$ cat src/rtl/dfrg_pkg.sv
package dfrg_pkg;
  localparam int NCH = 3;

  // chroma blocks carry half the doublewords of a luma block
  function automatic int unsigned half_blk(int unsigned blk);
    return blk >> 1;
  endfunction

  // a block may be requested only if it is nonzero and fits the free space
  function automatic logic room_ok(int unsigned lvl, int unsigned blk,
                                   int unsigned depth);
    return (blk != 0) && (lvl <= depth) && ((depth - lvl) >= blk);
  endfunction
endpackage

$ cat src/rtl/dfrg_fifo.sv
module dfrg_fifo #(
  parameter int DW    = 64,
  parameter int DEPTH = 8,
  parameter int LW    = $clog2(DEPTH + 1)
) (
  input  logic          clk,
  input  logic          rst_n,
  input  logic          wr_en,
  input  logic [DW-1:0] wr_data,
  input  logic          rd_en,
  output logic [DW-1:0] rd_data,
  output logic [LW-1:0] level,
  output logic          empty,
  output logic          wr_acc
);
  localparam int AW = (DEPTH > 1) ? $clog2(DEPTH) : 1;

  logic [DW-1:0] mem [DEPTH];
  logic [AW-1:0] wptr, rptr;
  logic          full, rd_acc;

  assign full    = (level == LW'(DEPTH));
  assign empty   = (level == '0);
  assign wr_acc  = wr_en && !full;
  assign rd_acc  = rd_en && !empty;
  assign rd_data = mem[rptr];

  always_ff @(posedge clk) begin
    if (wr_acc) mem[wptr] <= wr_data;
  end

  always_ff @(posedge clk) begin
    if (!rst_n) begin
      wptr  <= '0;
      rptr  <= '0;
      level <= '0;
    end else begin
      if (wr_acc) wptr <= (wptr == AW'(DEPTH - 1)) ? '0 : wptr + 1'b1;
      if (rd_acc) rptr <= (rptr == AW'(DEPTH - 1)) ? '0 : rptr + 1'b1;
      case ({wr_acc, rd_acc})
        2'b10:   level <= level + 1'b1;
        2'b01:   level <= level - 1'b1;
        default: level <= level;
      endcase
    end
  end

  p_no_overflow_r2: assert property (@(posedge clk) disable iff (!rst_n)
    full && wr_en && !rd_en |=> level == LW'(DEPTH));
  p_empty_hold_r2: assert property (@(posedge clk) disable iff (!rst_n)
    empty && rd_en && !wr_en |=> level == '0);
endmodule

$ cat src/rtl/dfrg_chan.sv
module dfrg_chan #(
  parameter int DEPTH = 8,
  parameter int CW    = 8,
  parameter int LW    = $clog2(DEPTH + 1)
) (
  input  logic          clk,
  input  logic          rst_n,
  input  logic          field_start,
  input  logic [CW-1:0] blk,
  input  logic [CW-1:0] cnt_prog,
  input  logic [LW-1:0] level,
  input  logic          wr_acc,
  output logic          evt
);
  logic          busy_q;
  logic [CW-1:0] remain_q;
  logic [CW-1:0] cnt_q;
  logic          fire;

  assign fire = !field_start && !busy_q && (cnt_q != '0) &&
                dfrg_pkg::room_ok(32'(level), 32'(blk), DEPTH);

  always_ff @(posedge clk) begin
    if (!rst_n) begin
      evt      <= 1'b0;
      busy_q   <= 1'b0;
      remain_q <= '0;
      cnt_q    <= '0;
    end else begin
      evt <= fire;
      if (field_start)  cnt_q <= cnt_prog;
      else if (fire)    cnt_q <= cnt_q - 1'b1;
      if (fire) begin
        busy_q   <= 1'b1;
        remain_q <= blk;
      end else if (busy_q && wr_acc) begin
        remain_q <= remain_q - 1'b1;
        if (remain_q == CW'(1)) busy_q <= 1'b0;
      end
    end
  end

  p_evt_pulse_r3: assert property (@(posedge clk) disable iff (!rst_n)
    evt |=> !evt);
  p_evt_busy_r5: assert property (@(posedge clk) disable iff (!rst_n)
    evt |-> busy_q);
  p_cnt_gate_r6: assert property (@(posedge clk) disable iff (!rst_n)
    evt |-> $past(cnt_q) != '0);
  p_fs_reload_r7: assert property (@(posedge clk) disable iff (!rst_n)
    field_start |=> cnt_q == $past(cnt_prog));
endmodule

$ cat src/rtl/dfifo_req_gen.sv
module dfifo_req_gen #(
  parameter int DW    = 64,
  parameter int DEPTH = 8,
  parameter int CFG_W = 8
) (
  input  logic                              clk,
  input  logic                              rst_n,
  input  logic                              cfg_we,
  input  logic [1:0]                        cfg_addr,
  input  logic [CFG_W-1:0]                  cfg_wdata,
  input  logic                              field_start,
  input  logic                              disp_active,
  input  logic [dfrg_pkg::NCH-1:0]          dma_wr_en,
  input  logic [dfrg_pkg::NCH*DW-1:0]       dma_wr_data,
  input  logic [dfrg_pkg::NCH-1:0]          pix_rd_en,
  output logic [dfrg_pkg::NCH*DW-1:0]       pix_rd_data,
  output logic [dfrg_pkg::NCH-1:0]          dma_evt,
  output logic                              urun_sts,
  output logic                              urun_irq
);
  localparam int NCH = dfrg_pkg::NCH;
  localparam int LW  = $clog2(DEPTH + 1);

  logic [CFG_W-1:0] thr_q, cnt_prog_q;
  logic             irq_en_q;
  logic             urun_clr, urun_evt;
  logic [NCH-1:0]   ch_empty, ch_wr_acc;
  logic [LW-1:0]    ch_level [NCH];
  logic [CFG_W-1:0] ch_blk   [NCH];

  assign urun_clr = cfg_we && (cfg_addr == 2'd2) && cfg_wdata[1];
  assign urun_evt = disp_active && |(pix_rd_en & ch_empty);
  assign urun_irq = urun_sts && irq_en_q;

  always_ff @(posedge clk) begin
    if (!rst_n) begin
      thr_q      <= '0;
      cnt_prog_q <= '0;
      irq_en_q   <= 1'b0;
      urun_sts   <= 1'b0;
    end else begin
      if (cfg_we) begin
        case (cfg_addr)
          2'd0:    thr_q      <= cfg_wdata;
          2'd1:    cnt_prog_q <= cfg_wdata;
          2'd2:    irq_en_q   <= cfg_wdata[0];
          default: ;
        endcase
      end
      if (urun_evt)      urun_sts <= 1'b1;
      else if (urun_clr) urun_sts <= 1'b0;
    end
  end

  p_urun_sticky_r8: assert property (@(posedge clk) disable iff (!rst_n)
    urun_sts && !urun_clr |=> urun_sts);
  p_urun_set_r8: assert property (@(posedge clk) disable iff (!rst_n)
    urun_evt |=> urun_sts);

  for (genvar g = 0; g < NCH; g++) begin : g_ch
    if (g == 0) begin : g_luma
      assign ch_blk[g] = thr_q;
    end else begin : g_chroma
      assign ch_blk[g] = CFG_W'(dfrg_pkg::half_blk(32'(thr_q)));
    end

    dfrg_fifo #(.DW(DW), .DEPTH(DEPTH), .LW(LW)) u_fifo (
      .clk     (clk),
      .rst_n   (rst_n),
      .wr_en   (dma_wr_en[g]),
      .wr_data (dma_wr_data[g*DW +: DW]),
      .rd_en   (pix_rd_en[g]),
      .rd_data (pix_rd_data[g*DW +: DW]),
      .level   (ch_level[g]),
      .empty   (ch_empty[g]),
      .wr_acc  (ch_wr_acc[g])
    );

    dfrg_chan #(.DEPTH(DEPTH), .CW(CFG_W), .LW(LW)) u_chan (
      .clk         (clk),
      .rst_n       (rst_n),
      .field_start (field_start),
      .blk         (ch_blk[g]),
      .cnt_prog    (cnt_prog_q),
      .level       (ch_level[g]),
      .wr_acc      (ch_wr_acc[g]),
      .evt         (dma_evt[g])
    );
  end
endmodule

$ cat config.mk
export PLATFORM = sky130hd
export DESIGN_NAME = dfifo_req_gen
export DESIGN_NICKNAME = d
export VERILOG_FILES = /design/src/rtl/dfrg_pkg.sv /design/src/rtl/dfrg_fifo.sv /design/src/rtl/dfrg_chan.sv /design/src/rtl/dfifo_req_gen.sv
export SDC_FILE = /design/constraint.sdc
export NUM_CORES = 1
export LEC_CHECK = 0
export ABC_AREA = 1
export BUFFER_PORTS_ARGS = -buffer_cell sky130_fd_sc_hd__buf_2
export CELL_PAD_IN_SITES_DETAIL_PLACEMENT = 2
export CELL_PAD_IN_SITES_GLOBAL_PLACEMENT = 2
export CORE_MARGIN = 4
export CORE_UTILIZATION = 42
export CTS_CLUSTER_SIZE = 25
export DETAILED_ROUTE_END_ITERATION = 12
export PLACE_DENSITY = 0.81
export SLEW_MARGIN = 20
export SYNTH_ARGS = -nofsm -noshare
export SYNTH_HDL_FRONTEND = slang
export SYNTH_SLANG_ARGS = --single-unit
$ cat constraint.sdc
create_clock -name clk -period 5.8 [get_ports clk]
set_input_delay 0.87 -clock clk [delete_from_list [all_inputs] [get_ports clk]]
set_output_delay 0.87 -clock clk [all_outputs]
set_load 0.05 [all_outputs]
==> flow_metrics.py, run 1 <==
metrics = {
    "status": {
        "status": "finished, final reports clean",
    },
    "drt": {
        "vias_per_cell": 5.73,
        "dr.first_iter.drc_count": 3713,
        "vias": 44600,
        "wire_per_inst_um": 28.5,
        "antenna_left": 0,
        "drc_errors": 0,
        "first_pass_iters": 6,
        "totalWireLength_um": 222000,
    },
    "critical_path": {
        "arrival_ps": 3890,
        "criticalPathCategory": "register to output port",
        "cp_top_family": "buffers and inverters",
        "cp_max_fo": 86,
        "crit_buf_inv": 2,
        "cp.required_ps": 4930,
        "crit_slowest_cell": "buf_4",
        "critPathLaunchType": "register",
        "endpoint_kind": "output port",
        "slowest_delay_ps": 850,
        "path_cells": "buf_4, o21ai_0, o22ai_1, nor2_1, a31oi_1, buf_2",
    },
    "place": {
        "numPortBuffers": 409,
        "hpwl_um": 127000,
        "place_area_sq_mm": 0.0693,
        "placed_cells": 7419,
        "place_ws_ps": 1870,
        "gp_congestion": 0.751,
    },
    "clock_network": {
        "clock_sinks": 1647,
        "htreeDepth": 4,
        "numCtsBuffers": 176,
        "cts-root-buf": "clkbuf_16",
        "cts_tree": "yes",
        "cts_buffer_depth": 3,
        "postCtsSetupBuffers": 0,
        "hold_buffers": 0,
        "cts_resized": 0,
        "clock_latency_ps": 820,
        "path_clk_slew_ps": 60,
    },
    "grt": {
        "gr-usage-met3": 0.0461,
        "grt_use_met1": 0.315,
        "antenna_found_initial": 53,
        "grt.total_usage": 0.265,
        "grt_pass1_wl_um": 326000,
        "use_met2": 0.480,
        "grt.busiest_layer": "met2",
        "grt_overflow": 0,
        "grt_max_degree": 209,
        "first_global_vias": 50100,
    },
    "sta": {
        "finalSetupViolations": 0,
        "tns_ps": 0,
        "drv_slew": 0,
        "fmax_mhz": 210,
        "grt_setup_unrepaired": "false",
        "layout_setup_ws_ps": 1040,
        "finalCritPeriodShare": 0.821,
        "min_period_ps": 4760,
        "maxSlewHeadroom": 0.259,
        "finalClockSkew_ps": 58.4,
        "hold_violations": 0,
        "max_slew.worst_pin.slew_ps": 1110,
    },
    "min_path": {
        "hp-class": "primary input to register",
    },
    "synthesis": {
        "synth_nets": 5483,
        "synth_cell_type_count": 45,
        "synth_seq_area_share": 0.740,
        "ys_warn_count": 0,
        "yosys_register_bits": 1647,
        "syn-cell-area_sq_mm": 0.0653,
        "synth.avg_cell_area_sq_um": 12.5,
        "synth_cells": 5218,
    },
    "die": {
        "core-area_sq_mm": 0.154,
        "rows": 144,
        "io_pins": 410,
        "die_x_um": 402,
        "dieHeight_um": 402,
        "die_area_sq_mm": 0.162,
        "start_util": 0.423,
    },
    "finish": {
        "layout_commonest_cell": "edfxtp_1",
        "layout_common_cells": "edfxtp_1 (1536), nor2_1 (1414), o21ai_0 (843)",
        "area_delta_synth_final_pct": 14.7,
        "nFillCells": 15100,
        "stdcell_count": 7787,
        "drive_gt1_frac": 0.141,
        "stdcell_area_sq_mm": 0.0749,
        "final_nets": 5819,
    },
    "power_and_ir_drop": {
        "ir_worst_vdd_v": 0.000313,
        "power_density_mw_per_mm2": 504,
        "p_leak_nw": 25.6,
    },
    "flow_run": {
        "maxCapViolCount": 0,
    },
}
[layout make-up]
| type | count | area (sq um) | share of cell area |
|---|---|---|---|
| Multi-Input combinational cell | 3129 | 15200 | 0.203 |
| Clock buffer | 237 | 4740 | 0.0632 |
| Tap cell | 2044 | 2560 | 0.0341 |
| Sequential cell | 1647 | 48400 | 0.646 |
| Antenna cell | 51 | 128 | 0.00170 |
| Clock inverter | 79 | 716 | 0.00955 |
| Timing Repair Buffer | 480 | 2760 | 0.0368 |
| Inverter | 120 | 480 | 0.00641 |
[power by group]
part,switching [W],internal [W]
logic,0.00965,0.00279
registers,0.000572,0.0138
clock network,0.00490,0.00607
total,0.0151,0.0227
[synthesized netlist by cell type (all sizes together)]
| cell | count | area, sq um |
|---|---|---|
| nand2 | 161 | 659 |
| ha | 49 | 613 |
| xor2 | 18 | 158 |
| nand3b | 4 | 30.0 |
| fa | 3 | 60.1 |
| buf | 140 | 845 |
| nand4 | 9 | 75.1 |
| nor3 | 11 | 71.3 |
| or2 | 1 | 6.26 |
| a22oi | 3 | 22.5 |
| clkbuf | 182 | 683 |
| o41ai | 1 | 8.76 |
| nand3 | 63 | 378 |
| and3 | 1 | 6.26 |
| nor3b | 1 | 12.5 |
| o211a | 6 | 60.1 |
| o31ai | 1 | 7.51 |
| o22ai | 193 | 1210 |
| a31oi | 193 | 1210 |
| a211oi | 4 | 30.0 |
| inv | 120 | 450 |
| o21ai | 852 | 4280 |
| dfxtp | 111 | 2220 |
| nor2 | 1446 | 5480 |
| nor4 | 3 | 18.8 |
| xnor2 | 18 | 158 |
| edfxtp | 1536 | 46100 |
| a21oi | 88 | 463 |
[per-layer routing]
metal,share of wire,vias up
li1,-,19600
met1,0.39,23300
met2,0.52,1265
met3,0.052,389
met4,0.039,12
met5,0.00037,-
[worst register-to-register path, stage by stage, from the launching register on]
cell and delay [ps]:
dfxtp_1 310, inv_1 130, ha_1 270, inv_2 80, nor2_4 50, nand2_1 170, nand3_1 410, nor2_4 640
buf_4 850
[state kept, by name, summed over array words and instances (netlist names), named ones only]
name	count
cnt_prog_q	8
g_ch.u_chan.busy_q	3
g_ch.u_chan.cnt_q	24
g_ch.u_chan.evt	3
g_ch.u_chan.remain_q	24
g_ch.u_fifo.level	12
g_ch.u_fifo.mem	1536
g_ch.u_fifo.rptr	9
g_ch.u_fifo.wptr	9
irq_en_q	1
thr_q	8
urun_sts	1
[cell families (layout without fill, tap and decap cells)]
family	after synthesis	after routing	share of synthesized area
and+or+nand+nor	1700	1700	0.103
DFF	1647	1647	0.740
AOI/OAI and AO/OA	1341	1341	0.111
buffers and inverters	442	916	0.0303
adders and majority gates	52	52	0.0103
xor gates and xnor gates	36	36	0.00483
other	0	51	0
[through the flow]
stage / hold slack, ps / total power (W) / utilization
floorplan: 422 / 0.0230 / -
global placement: 439 / 0.0262 / 0.449
detailed placement: 443 / 0.0269 / 0.449
CTS: 273 / 0.0381 / 0.484
global route: 306 / 0.0395 / 0.485
finish: 333 / 0.0378 / 0.485
[final timing paths]
check	startpoint	end	slack, ps	cells past startpoint
max	register	pix_rd_data[143]	1040	6
min	dma_wr_data[8]	g_ch[0].u_fifo.mem[5][8]$_DFFE_PP_	330	1
max reg2reg	g_ch[0].u_fifo.level[0]$_SDFFE_PN0P_	g_ch[0].u_fifo.mem[0][9]$_DFFE_PP_	2510	8
min reg2reg	cnt_prog_q[2]$_SDFFE_PN0P_	cnt_prog_q[2]$_SDFFE_PN0P_	450	2
No activity file was read; power rests on OpenSTA's default activity.
==> run 2, diff against run 1 <==
- clock period: 5.8 -> 4.81 ns (I/O delays scaled with it)
==> flow_metrics.py, run 2 (synthesized netlist as in run 1, its figures left out) <==
metrics = {
    "sta": {
        "fmax_mhz": 231,
        "hold_violations": 0,
        "drv_slew": 0,
        "grt_setup_unrepaired": "false",
        "layout_setup_ws_ps": 484,
        "min_period_ps": 4330,
        "finalClockSkew_ps": 62.8,
        "finalSetupViolations": 0,
        "max_slew.worst_pin.slew_ps": 1140,
        "tns_ps": 0,
        "maxSlewHeadroom": 0.238,
        "finalCritPeriodShare": 0.899,
    },
    "grt": {
        "grt.busiest_layer": "met2",
        "grt_overflow": 0,
        "use_met2": 0.473,
        "grt_use_met1": 0.317,
        "first_global_vias": 50000,
        "grt.total_usage": 0.263,
        "grt_max_degree": 202,
        "gr-usage-met3": 0.0442,
        "antenna_found_initial": 59,
        "grt_pass1_wl_um": 324000,
    },
    "die": {
        "die_x_um": 402,
        "dieHeight_um": 402,
        "die_area_sq_mm": 0.162,
        "core-area_sq_mm": 0.154,
        "io_pins": 410,
        "start_util": 0.423,
        "rows": 144,
    },
    "min_path": {
        "worstHoldPathCells": 1,
        "min-delay-start": "dma_wr_data[122]",
        "min_to": "g_ch[1].u_fifo.mem[7][58]$_DFFE_PP_",
        "hp-class": "primary input to register",
    },
    "clock_network": {
        "cts_buffer_depth": 3,
        "numCtsBuffers": 177,
        "hold_buffers": 0,
        "clock_latency_ps": 830,
        "clock_sinks": 1647,
        "cts-root-buf": "clkbuf_16",
        "path_clk_slew_ps": 50,
        "postCtsSetupBuffers": 0,
        "cts_tree": "yes",
        "cts_resized": 0,
        "htreeDepth": 4,
    },
    "place": {
        "numPortBuffers": 409,
        "placed_cells": 7420,
        "place_area_sq_mm": 0.0696,
        "gp_congestion": 0.761,
        "hpwl_um": 126000,
        "place_ws_ps": 1050,
    },
    "critical_path": {
        "cp.required_ps": 4090,
        "cp_max_fo": 85,
        "ff2ff_setup_slack_ps": 1630,
        "rr_startpoint": "g_ch[2].u_fifo.level[0]$_SDFFE_PN0P_",
        "endpoint_kind": "output port",
        "crit_slowest_cell": "dfxtp_4",
        "critPathLaunchType": "register",
        "arrival_ps": 3600,
        "worstReg2RegEnd": "g_ch[2].u_fifo.level[3]$_SDFFE_PN0P_",
        "reg2regPathDepth": 17,
        "criticalPathCategory": "register to output port",
        "slowest_delay_ps": 700,
        "path_cells": "buf_6, o21ai_0, o22ai_1, nor2_1, a31oi_1, buf_2",
    },
    "drt": {
        "vias": 44300,
        "wire_per_inst_um": 28.0,
        "vias_per_cell": 5.70,
        "first_pass_iters": 8,
        "totalWireLength_um": 218000,
        "drc_errors": 0,
        "dr.first_iter.drc_count": 3373,
        "antenna_left": 0,
    },
    "finish": {
        "drive_gt1_frac": 0.143,
        "stdcell_count": 7777,
        "reg_top3": "g_ch.u_fifo.mem (1536), g_ch.u_chan.cnt_q (24), g_ch.u_chan.remain_q (24)",
        "area_delta_synth_final_pct": 15.2,
        "layout_commonest_cell": "edfxtp_1",
        "largest_reg_flops": 1536,
        "nFillCells": 15000,
        "layout_common_cells": "edfxtp_1 (1536), nor2_1 (1414), o21ai_0 (843)",
        "largest_register": "g_ch.u_fifo.mem",
        "final_nets": 5820,
        "stdcell_area_sq_mm": 0.0752,
    },
    "flow_run": {
        "maxCapViolCount": 0,
    },
    "status": {
        "status": "finished, final reports clean",
    },
    "power_and_ir_drop": {
        "p_leak_nw": 25.7,
        "power_density_mw_per_mm2": 606,
        "ir_worst_vdd_v": 0.000469,
    },
}
[run 2: cell types whose count changed in the layout (fill, tap and decap cells not counted), moves of 2 or more]
cell and delta:
clkinv_8 +3, diode_2 -13, clkinv_2 +19, clkinv_1 +3, clkinvlp_4 -2, buf_12 +23
clkbuf_1 -15, buf_4 -24, inv_6 -3, clkbuf_8 -2
[run 2: worst max path at each step]
stage / start / to / slack [ps] / cells after the start
after floorplan: g_ch[1].u_fifo.level[0]$_SDFFE_PN0P_ / g_ch[1].u_fifo.mem[1][0]$_DFFE_PP_ / 510 / 9
after global placement: register / pix_rd_data[119] / 1160 / 6
after detailed placement: register / pix_rd_data[119] / 1050 / 6
after CTS: register / pix_rd_data[119] / 90 / 6
after global routing: register / pix_rd_data[119] / 230 / 6
final: register / pix_rd_data[119] / 480 / 6
[run 2: report_power, final]
group	total, W	internal [W]	switching [W]
clock network	0.0132	0.00732	0.00589
logic	0.0152	0.00343	0.0117
registers	0.0172	0.0166	0.000525
[run 2: metrics by stage]
| stage | utilization | hold WS (ps) | total power [W] |
|---|---|---|---|
| global placement | 0.451 | 438 | 0.0317 |
| global route | 0.487 | 128 | 0.0476 |
| floorplan | - | 422 | 0.0277 |
| detailed placement | 0.451 | 439 | 0.0325 |
| CTS | 0.487 | 107 | 0.0459 |
| finish | 0.487 | 173 | 0.0456 |
[run 2: cell type report]
| cell class | instances | area [sq um] | share of cell area |
|---|---|---|---|
| Timing Repair Buffer | 480 | 3050 | 0.0405 |
| Clock inverter | 99 | 842 | 0.0112 |
| Antenna cell | 38 | 95.1 | 0.00126 |
| Inverter | 120 | 480 | 0.00639 |
| Sequential cell | 1647 | 48400 | 0.643 |
| Clock buffer | 220 | 4650 | 0.0619 |
| Tap cell | 2044 | 2560 | 0.0340 |
| Multi-Input combinational cell | 3129 | 15200 | 0.202 |
[run 2: metal layers]
metal | up-vias | wire (um)
met3 | 360 | 10000
met1 | 23200 | 85500
met5 | - | 165
met2 | 1103 | 115000
met4 | 24 | 7290
li1 | 19600 | -
[run 2: worst max-delay path, delay by kind of cell (launching register included)]
kind                   cells  cell delay (ps)
AO/OA/AOI/OAI              3              920
buffers and inverters      2             1000
flip-flops                 1              700
AND/OR/NAND/NOR            1              100
